`src/rtl/tick_alarm_pkg.sv`:
```
package tick_alarm_pkg;

    localparam int TICK_W = 8;

    typedef logic [TICK_W-1:0] tick_t;

    typedef enum logic [1:0] {
        ST_IDLE = 2'd0,
        ST_A    = 2'd1,
        ST_B    = 2'd2,
        ST_C    = 2'd3
    } stage_e;

    // Alarm state: armed flag, "count has moved since arming" flag, target
    typedef struct packed {
        logic  valid;
        logic  moved;
        tick_t target;
    } alarm_s;

    // Modulo addition; width truncation gives the wrap
    function automatic tick_t target_of(tick_t base, tick_t delay);
        return base + delay;
    endfunction

endpackage

```
`src/rtl/tick_counter.sv`:
```
module tick_counter
    import tick_alarm_pkg::*;
(
    input  logic  clk,
    input  logic  rst,
    input  logic  ovf_tick,
    output tick_t count
);

    always_ff @(posedge clk) begin
        if (rst)
            count <= '0;
        else if (ovf_tick)
            count <= count + tick_t'(1);
    end

    AST_COUNT_STEP: assert property (@(posedge clk) disable iff (rst)
        ovf_tick |=> count == tick_t'($past(count) + tick_t'(1)));

    AST_COUNT_HOLD: assert property (@(posedge clk) disable iff (rst)
        !ovf_tick |=> $stable(count));

endmodule

```
`src/rtl/alarm_unit.sv`:
```
module alarm_unit
    import tick_alarm_pkg::*;
(
    input  logic  clk,
    input  logic  rst,
    input  logic  arm,
    input  logic  disarm,
    input  tick_t base,
    input  tick_t delay,
    input  tick_t count,
    input  logic  ovf_tick,
    output logic  fire,
    output tick_t target
);

    alarm_s st;

    always_ff @(posedge clk) begin
        if (rst) begin
            st <= '0;
        end else if (arm) begin
            // moved starts set if the count steps on this same edge
            st.valid  <= 1'b1;
            st.moved  <= ovf_tick;
            st.target <= target_of(base, delay);
        end else if (disarm) begin
            st.valid <= 1'b0;
        end else if (ovf_tick) begin
            st.moved <= 1'b1;
        end
    end

    // Equality only; moved stops a zero delay from firing at once
    assign fire   = st.valid && st.moved && (count == st.target);
    assign target = st.target;

endmodule

```
`src/rtl/seq_fsm.sv`:
```
module seq_fsm
    import tick_alarm_pkg::*;
(
    input  logic   clk,
    input  logic   rst,
    input  logic   start,
    input  logic   fire,
    input  tick_t  count,
    input  tick_t  target,
    input  tick_t  delay_a,
    input  tick_t  delay_b,
    output logic   arm,
    output logic   disarm,
    output tick_t  base,
    output tick_t  delay,
    output stage_e stage,
    output logic   strobe
);

    stage_e nxt;

    always_comb begin
        arm    = 1'b0;
        disarm = 1'b0;
        base   = count;
        delay  = delay_a;
        nxt    = stage;
        if (start) begin
            arm = 1'b1;
            nxt = ST_A;
        end else if (fire) begin
            unique case (stage)
                ST_A: begin
                    arm   = 1'b1;
                    base  = target;
                    delay = delay_b;
                    nxt   = ST_B;
                end
                ST_B: begin
                    disarm = 1'b1;
                    nxt    = ST_C;
                end
                default: nxt = stage;
            endcase
        end
    end

    always_ff @(posedge clk) begin
        if (rst) begin
            stage  <= ST_IDLE;
            strobe <= 1'b0;
        end else begin
            stage  <= nxt;
            strobe <= start || (nxt != stage);
        end
    end

    AST_STAGE_FORWARD: assert property (@(posedge clk) disable iff (rst)
        (stage != $past(stage)) && !$past(start)
            |-> logic'(2'(stage) == 2'($past(stage)) + 2'd1));

    AST_C_HOLDS: assert property (@(posedge clk) disable iff (rst)
        (stage == ST_C) && !start |=> stage == ST_C);

    AST_STROBE_ON_ENTRY: assert property (@(posedge clk) disable iff (rst)
        (stage != $past(stage)) |-> strobe);

    AST_IDLE_NEEDS_START: assert property (@(posedge clk) disable iff (rst)
        (stage == ST_IDLE) && !start |=> stage == ST_IDLE);

endmodule

```
`src/rtl/tick_alarm_seq.sv`:
```
module tick_alarm_seq
    import tick_alarm_pkg::*;
(
    input  logic        clk,
    input  logic        rst,
    input  logic        ovf_tick,
    input  logic        start,
    input  logic [7:0]  delay_a,
    input  logic [7:0]  delay_b,
    output logic [1:0]  stage_code,
    output logic        stage_strobe,
    output logic [7:0]  tick_count
);

    tick_t  count;
    tick_t  target;
    tick_t  arm_base;
    tick_t  arm_delay;
    logic   fire;
    logic   arm;
    logic   disarm;
    stage_e stage;

    tick_counter u_cnt (
        .clk      (clk),
        .rst      (rst),
        .ovf_tick (ovf_tick),
        .count    (count)
    );

    alarm_unit u_alarm (
        .clk      (clk),
        .rst      (rst),
        .arm      (arm),
        .disarm   (disarm),
        .base     (arm_base),
        .delay    (arm_delay),
        .count    (count),
        .ovf_tick (ovf_tick),
        .fire     (fire),
        .target   (target)
    );

    seq_fsm u_fsm (
        .clk     (clk),
        .rst     (rst),
        .start   (start),
        .fire    (fire),
        .count   (count),
        .target  (target),
        .delay_a (delay_a),
        .delay_b (delay_b),
        .arm     (arm),
        .disarm  (disarm),
        .base    (arm_base),
        .delay   (arm_delay),
        .stage   (stage),
        .strobe  (stage_strobe)
    );

    assign stage_code = stage;
    assign tick_count = count;

    AST_START_TO_A: assert property (@(posedge clk) disable iff (rst)
        start |=> stage_code == 2'd1 && stage_strobe);

endmodule

```
`config.mk`:
```
export PLATFORM = sky130hd
export DESIGN_NAME = tick_alarm_seq
export DESIGN_NICKNAME = d
export VERILOG_FILES = /design/src/rtl/tick_alarm_pkg.sv /design/src/rtl/tick_counter.sv /design/src/rtl/alarm_unit.sv /design/src/rtl/seq_fsm.sv /design/src/rtl/tick_alarm_seq.sv
export SDC_FILE = /design/constraint.sdc
export NUM_CORES = 1
export LEC_CHECK = 0
export ABC_AREA = 1
export BUFFER_PORTS_ARGS = -buffer_cell sky130_fd_sc_hd__buf_2
export CELL_PAD_IN_SITES_DETAIL_PLACEMENT = 1
export CELL_PAD_IN_SITES_GLOBAL_PLACEMENT = 1
export CORE_MARGIN = 4
export CORE_UTILIZATION = 38
export DETAILED_ROUTE_END_ITERATION = 12
export GPL_ROUTABILITY_DRIVEN = 0
export HOLD_SLACK_MARGIN = 0.05
export PLACE_DENSITY_LB_ADDON = 0.08
export SETUP_SLACK_MARGIN = 0.1
export SLEW_MARGIN = 20
export SYNTH_ARGS = -nofsm -noshare
export SYNTH_HDL_FRONTEND = slang
export SYNTH_SLANG_ARGS = --single-unit
```
`constraint.sdc`:
```
create_clock -name clk -period 2.95 [get_ports clk]
set_input_delay 0.295 -clock clk [delete_from_list [all_inputs] [get_ports clk]]
set_output_delay 0.295 -clock clk [all_outputs]
set_load 0.02 [all_outputs]
```
==> flow_metrics.py, run 1 <==
metrics = {
    "run_status": {
        "status": "complete, no violations",
    },
    "cts": {
        "cts_hold_buffers": 0,
        "cts_tree": "done",
        "max-clock-path-buffers": 2,
        "clk_latency_ps": 260,
        "clkSinkCount": 21,
        "clkTransAtPathRegs_ps": 80,
        "cts-root-buf": "clkbuf_8",
        "cts_buffers": 3,
        "htreeDepth": 1,
    },
    "floorplan": {
        "row_count": 22,
        "die_area_sq_um": 5080,
        "initial_core_util_pct": 40.3,
        "coreArea_sq_um": 3770,
        "die_h_microns": 71.3,
        "io_pins": 31,
        "die_width_microns": 71.3,
    },
    "worst_setup_path": {
        "end_kind": "flop",
        "cp_data_required_time_ps": 3120,
        "r2r_slack_ps": 230,
        "arrival_ps": 2890,
        "slowest_delay_ps": 370,
        "crit_slowest_cell": "dfxtp_2",
        "reg2reg_depth": 19,
        "path_max_fanout": 5,
        "cpLargestDelayFamily": "simple AND/OR/NAND/NOR gates",
        "start_kind": "flop",
        "worst-path-stages": 19,
        "path_buf_inv": 5,
        "path_cells": "inv_1, nand2_2, nand2_1, nor2_2, nand2_1, nor2_2, nand4_4, buf_6, mux2_4, ha_4, a21oi_2, o21ai_2, a31oi_1, buf_4, inv_1, nand3_1, nand3_1, nand2_1, inv_1",
        "critPathKind": "reg -> reg",
    },
    "grt": {
        "grt_max_degree": 13,
        "grt_usage_pct": 17.7,
        "grt_overflow_total": 0,
        "grt_pass1_vias": 1599,
        "grt_pass1_wl_microns": 7200,
        "antenna_found_initial": 0,
    },
    "synthesis": {
        "syn_area_sq_um": 1520,
        "synth.area.top_cells": "dfxtp_1, nand2_1, inv_1, nor2_1, ha_1",
        "synth-seq-cells": 21,
        "ys_seq_area_share_pct": 27.7,
        "postSynthAreaPerCell_sq_um": 6.67,
        "synth_compound_area_share_pct": 11.1,
        "synthSimpleGateAreaFrac_pct": 33.0,
        "yosysWarnings": 0,
        "synthXorXnorAreaFrac_pct": 4.61,
        "syn_nets": 257,
        "synth_edf_count": 0,
        "synth_fa_ha_area_share_pct": 7.90,
        "synth_top_family_by_area": "simple AND/OR/NAND/NOR gates",
        "synth_cells": 228,
        "async_flop_share_pct": 0,
        "yosysUniqueCellTypes": 30,
        "synth_top_area_share_pct": 27.7,
        "synthFlopType": "dfxtp_1",
        "yosys.area.top_type": "dfxtp_1",
        "synthMuxAreaShare_pct": 4.44,
    },
    "routing": {
        "remaining_drc_errors": 0,
        "drt_wl_total_microns": 4580,
        "wl_per_cell_microns": 14.5,
        "viasPerCell": 5.11,
        "antenna_left": 0,
        "drtPass1Iterations": 4,
        "via_count": 1616,
        "drt-initial-drc-count": 44,
    },
    "timing": {
        "max_freq_mhz": 368,
        "maxSlewViolCount": 0,
        "hold_slack_ps": 246,
        "slew_headroom_pct": 74.2,
        "worstMarginPinSlew_ps": 387,
        "finClkSkew_ps": 2.41,
        "rsz0062_at_grt": "yes",
        "setup_viol": 0,
        "fin_crit_sh_pct": 92.2,
        "timing.final.crit_period_ps": 2720,
        "hold_viol": 0,
    },
    "finish": {
        "nets": 298,
        "filler_cell_count": 498,
        "multi_input_area_sq_um": 1070,
        "drive_gt1_share_pct": 38.4,
        "n_antenna_cell": 0,
        "area_growth_pct": 32.8,
        "final_util_pct": 53.5,
        "final-seq-area_sq_um": 442,
    },
    "hold_path": {
        "min_path_cells": 2,
        "hold_path_class": "in -> reg",
    },
    "pwr": {
        "power.density_nw_per_um2": 338,
        "vdd_drop_max_v": 0.000162,
        "total_power_uw": 681,
        "leakage_nw": 1.03,
    },
    "job": {
        "drv_cap": 0,
    },
    "place": {
        "numPortBuffers": 30,
        "dp_hpwl_microns": 3400,
    },
}
flip-flops by register name (all words and copies together) (netlist names):
signal          flops
u_cnt.count         8
u_alarm.target      8
u_fsm.strobe        1
u_alarm.st          2
u_fsm.stage         2
per-layer routing:
| layer | GRT usage (%) | vias to the layer above | share of wire [%] |
|---|---|---|---|
| li1 | - | 812 | - |
| met1 | 23.2 | 758 | 42 |
| met2 | 30.4 | 37 | 53 |
| met3 | 1.26 | 9 | 3.4 |
| met4 | 6.47 | 0 | 1.9 |
| met5 | 0 | - | 0 |
area by class of cell:
cell class / count / share of cell area (%)
clock buffer: 4 / 2.23
sequential: 21 / 21.9
multi-input combinational: 165 / 53.1
tap: 48 / 2.98
inverter: 31 / 5.89
timing repair buffer: 47 / 13.9
per-stage QoR:
step / std cells / instance area (sq um) / setup slack [ps] / setup TNS (ps)
6_report: 316 / 2020 / 229 / 0
3_5_place_dp: 307 / 1770 / -82.8 / -193
5_1_grt: 316 / 2020 / 3.49 / 0
3_3_place_gp: 307 / 1770 / -71.0 / -119
2_1_floorplan: 228 / 1520 / 142 / 0
4_1_cts: 313 / 1840 / 108 / 0
cell families after synthesis:
group,after synthesis
AO/OA/AOI/OAI,32
XOR/XNOR,8
adder cells (fa/ha/maj),9
buffers and inverters,42
flip-flops,21
multiplexers,6
AND/OR/NAND/NOR,110
Yosys cell counts, types with 2 or more instances:
cell type	count
nand4_1	4
inv_2	4
nor2_1	27
dfxtp_1	21
a21oi_1	17
ha_1	8
a21o_1	2
nor2_2	2
xnor2_1	4
o21ai_0	10
mux2_2	6
nor3_1	7
nand2_2	3
nand2_1	47
nand3_1	16
inv_1	27
clkbuf_1	7
xor2_1	4
power breakdown:
group	total, mW	internal (mW)	leakage [nW]	switching (mW)
sequential	0.313	0.298	0.178	0.0149
combinational	0.173	0.0755	0.830	0.0970
clock	0.196	0.0964	0.0228	0.0992
placed cells by master, fill, tap and decap left out, types with 2 or more instances in the layout:
master and instances:
nand2_4 2, clkbuf_8 3, o21ai_0 8, mux2_2 3, ha_4 4, dfxtp_2 8, o21ai_2 2, ha_1 3
a21oi_1 13, dfxtp_4 3, buf_2 30, mux2_4 3, buf_4 16, dfxtp_1 10, inv_1 26, a21o_1 2
nand4_1 4, a21oi_2 3, nor2_1 22, nor3_1 7, xnor2_1 3, inv_2 4, nand2_1 42, nand3_1 16
nand2_2 7, xor2_1 4, nor2_2 7
final timing paths:
kind                                        start                 to
worst min register to register      u_alarm.st[8]      u_alarm.st[8]
worst max register to register  u_alarm.target[1]  u_alarm.target[7]
worst max-delay path            u_alarm.target[1]  u_alarm.target[7]
worst min-delay path                        start     u_fsm.stage[1]
timing repair:
action / 4_1_cts / 5_1_grt
resized for setup: 3 / 45
pin swaps: 0 / 9
setup endpoints to repair: 4 / 4
setup buffers: 2 / 3
No activity file was read; power rests on OpenSTA's default activity.
==> inputs of run 2 (changes only) <==
CORE_ASPECT_RATIO = 1.1   (was default)
==> flow_metrics.py, run 2 (synthesized netlist as in run 1, its figures left out) <==
metrics = {
    "cts": {
        "cts_hold_buffers": 0,
        "max-clock-path-buffers": 2,
        "cts-root-buf": "clkbuf_8",
        "cts_buffers": 3,
        "clkSinkCount": 21,
        "clkTransAtPathRegs_ps": 80,
        "clk_latency_ps": 260,
        "htreeDepth": 1,
        "cts_tree": "done",
        "post_cts_buffers": 0,
    },
    "floorplan": {
        "die_width_microns": 68.3,
        "coreArea_sq_um": 3740,
        "die_area_sq_um": 5080,
        "io_pins": 31,
        "die_h_microns": 74.3,
        "initial_core_util_pct": 40.6,
        "row_count": 23,
    },
    "worst_setup_path": {
        "critPathKind": "reg -> reg",
        "path_max_fanout": 5,
        "r2r_slack_ps": 270,
        "cp_data_required_time_ps": 3110,
        "end_kind": "flop",
        "start_kind": "flop",
        "arrival_ps": 2830,
    },
    "routing": {
        "wl_per_cell_microns": 13.6,
        "remaining_drc_errors": 0,
        "viasPerCell": 4.98,
        "antenna_left": 0,
        "drt_wl_total_microns": 4270,
        "drt-initial-drc-count": 30,
        "drtPass1Iterations": 4,
        "via_count": 1560,
    },
    "run_status": {
        "status": "complete, no violations",
    },
    "timing": {
        "hold_viol": 0,
        "rsz0062_at_grt": "yes",
        "slew_headroom_pct": 68.7,
        "maxSlewViolCount": 0,
        "finalSetupTns_ps": 0,
        "hold_slack_ps": 266,
        "setup_viol": 0,
        "max_freq_mhz": 374,
        "timing.final.crit_period_ps": 2680,
        "fin_crit_sh_pct": 90.7,
        "finClkSkew_ps": 1.15,
        "worstMarginPinSlew_ps": 467,
    },
    "finish": {
        "final_cell_mix": "nand2_1, buf_2, inv_1",
        "top_regs": "u_alarm.target x8, u_cnt.count x8",
        "final_util_pct": 50.7,
        "area_growth_pct": 24.8,
        "drive_gt1_share_pct": 31.2,
        "n_antenna_cell": 0,
        "layout_commonest_cell": "nand2_1",
        "nets": 293,
    },
    "grt": {
        "met1_usage_pct": 23.3,
        "use_met3_pct": 2.42,
        "busiest_layer": "met2",
        "antenna_found_initial": 0,
        "grt_pass1_wl_microns": 7040,
        "grt_max_degree": 13,
        "grt_pass1_vias": 1550,
        "grt_usage_pct": 18.4,
        "groute.layer.met2.usage_pct": 32.1,
        "grt_overflow_total": 0,
    },
    "hold_path": {
        "hold_path_class": "in -> reg",
    },
    "place": {
        "dp_hpwl_microns": 3410,
        "numPortBuffers": 30,
    },
    "job": {
        "drv_cap": 0,
    },
    "pwr": {
        "total_power_uw": 669,
        "leakage_nw": 0.985,
        "power.density_nw_per_um2": 353,
        "vdd_drop_max_v": 0.000207,
    },
}
run 2: metrics by stage:
step | setup WS, ps | cell area, sq um | cells
4_1_cts | 109 | 1820 | 313
3_5_place_dp | -70.1 | 1770 | 309
6_report | 274 | 1900 | 313
3_3_place_gp | -29.3 | 1770 | 309
2_1_floorplan | 142 | 1520 | 228
5_1_grt | -32.8 | 1900 | 313
run 2: routing by layer:
metal  vias up  share of wire, %  routed length, microns
li1        803                 -                       -
met1       720                45                    1920
met2        31                50                    2130
met3         6               3.6                     153
met4         0               1.5                      66
met5         -                 0                       0
run 2: layout make-up:
cell class / count / area (sq um)
Clock buffer: 4 / 45.0
Fill cell: 532 / 1840
Inverter: 31 / 116
Multi-Input combinational cell: 165 / 1000
Sequential cell: 21 / 432
Tap cell: 50 / 62.6
Timing Repair Buffer: 42 / 240
run 2: path summary, 6_finish.rpt:
check                              startpoint                end  cells past startpoint
worst max-delay path            u_alarm.st[8]  u_alarm.target[6]                     16
worst min-delay path                    start     u_fsm.stage[1]                      2
worst max register to register  u_alarm.st[8]  u_alarm.target[6]                     16
worst min register to register  u_alarm.st[9]      u_alarm.st[9]                      2
run 2: repair_timing:
item	CTS	global route
endpoints found under the hold margin	0	0
resized for setup	3	20
pin swaps	0	1
endpoints found under the setup margin	4	4
run 2: report_power, final:
group          total [mW]  internal [mW]  switching, mW
registers           0.311          0.299         0.0121
logic               0.164         0.0691         0.0951
clock network       0.194         0.0963         0.0978
total               0.669          0.464          0.205
run 2: critical path, stage by stage (launching register included):
cell and delay, ps:
dfxtp_1 350, nand2_1 60, inv_1 90, nand2_1 80
nor2_2 140, nand2_1 80, nor2_2 120, nand4_4 130
mux2_2 320, ha_1 370, a21oi_1 190, o21ai_2 90
a21o_1 160, a21oi_1 160, nor2_1 60, nor2_1 110
nor2_1 50
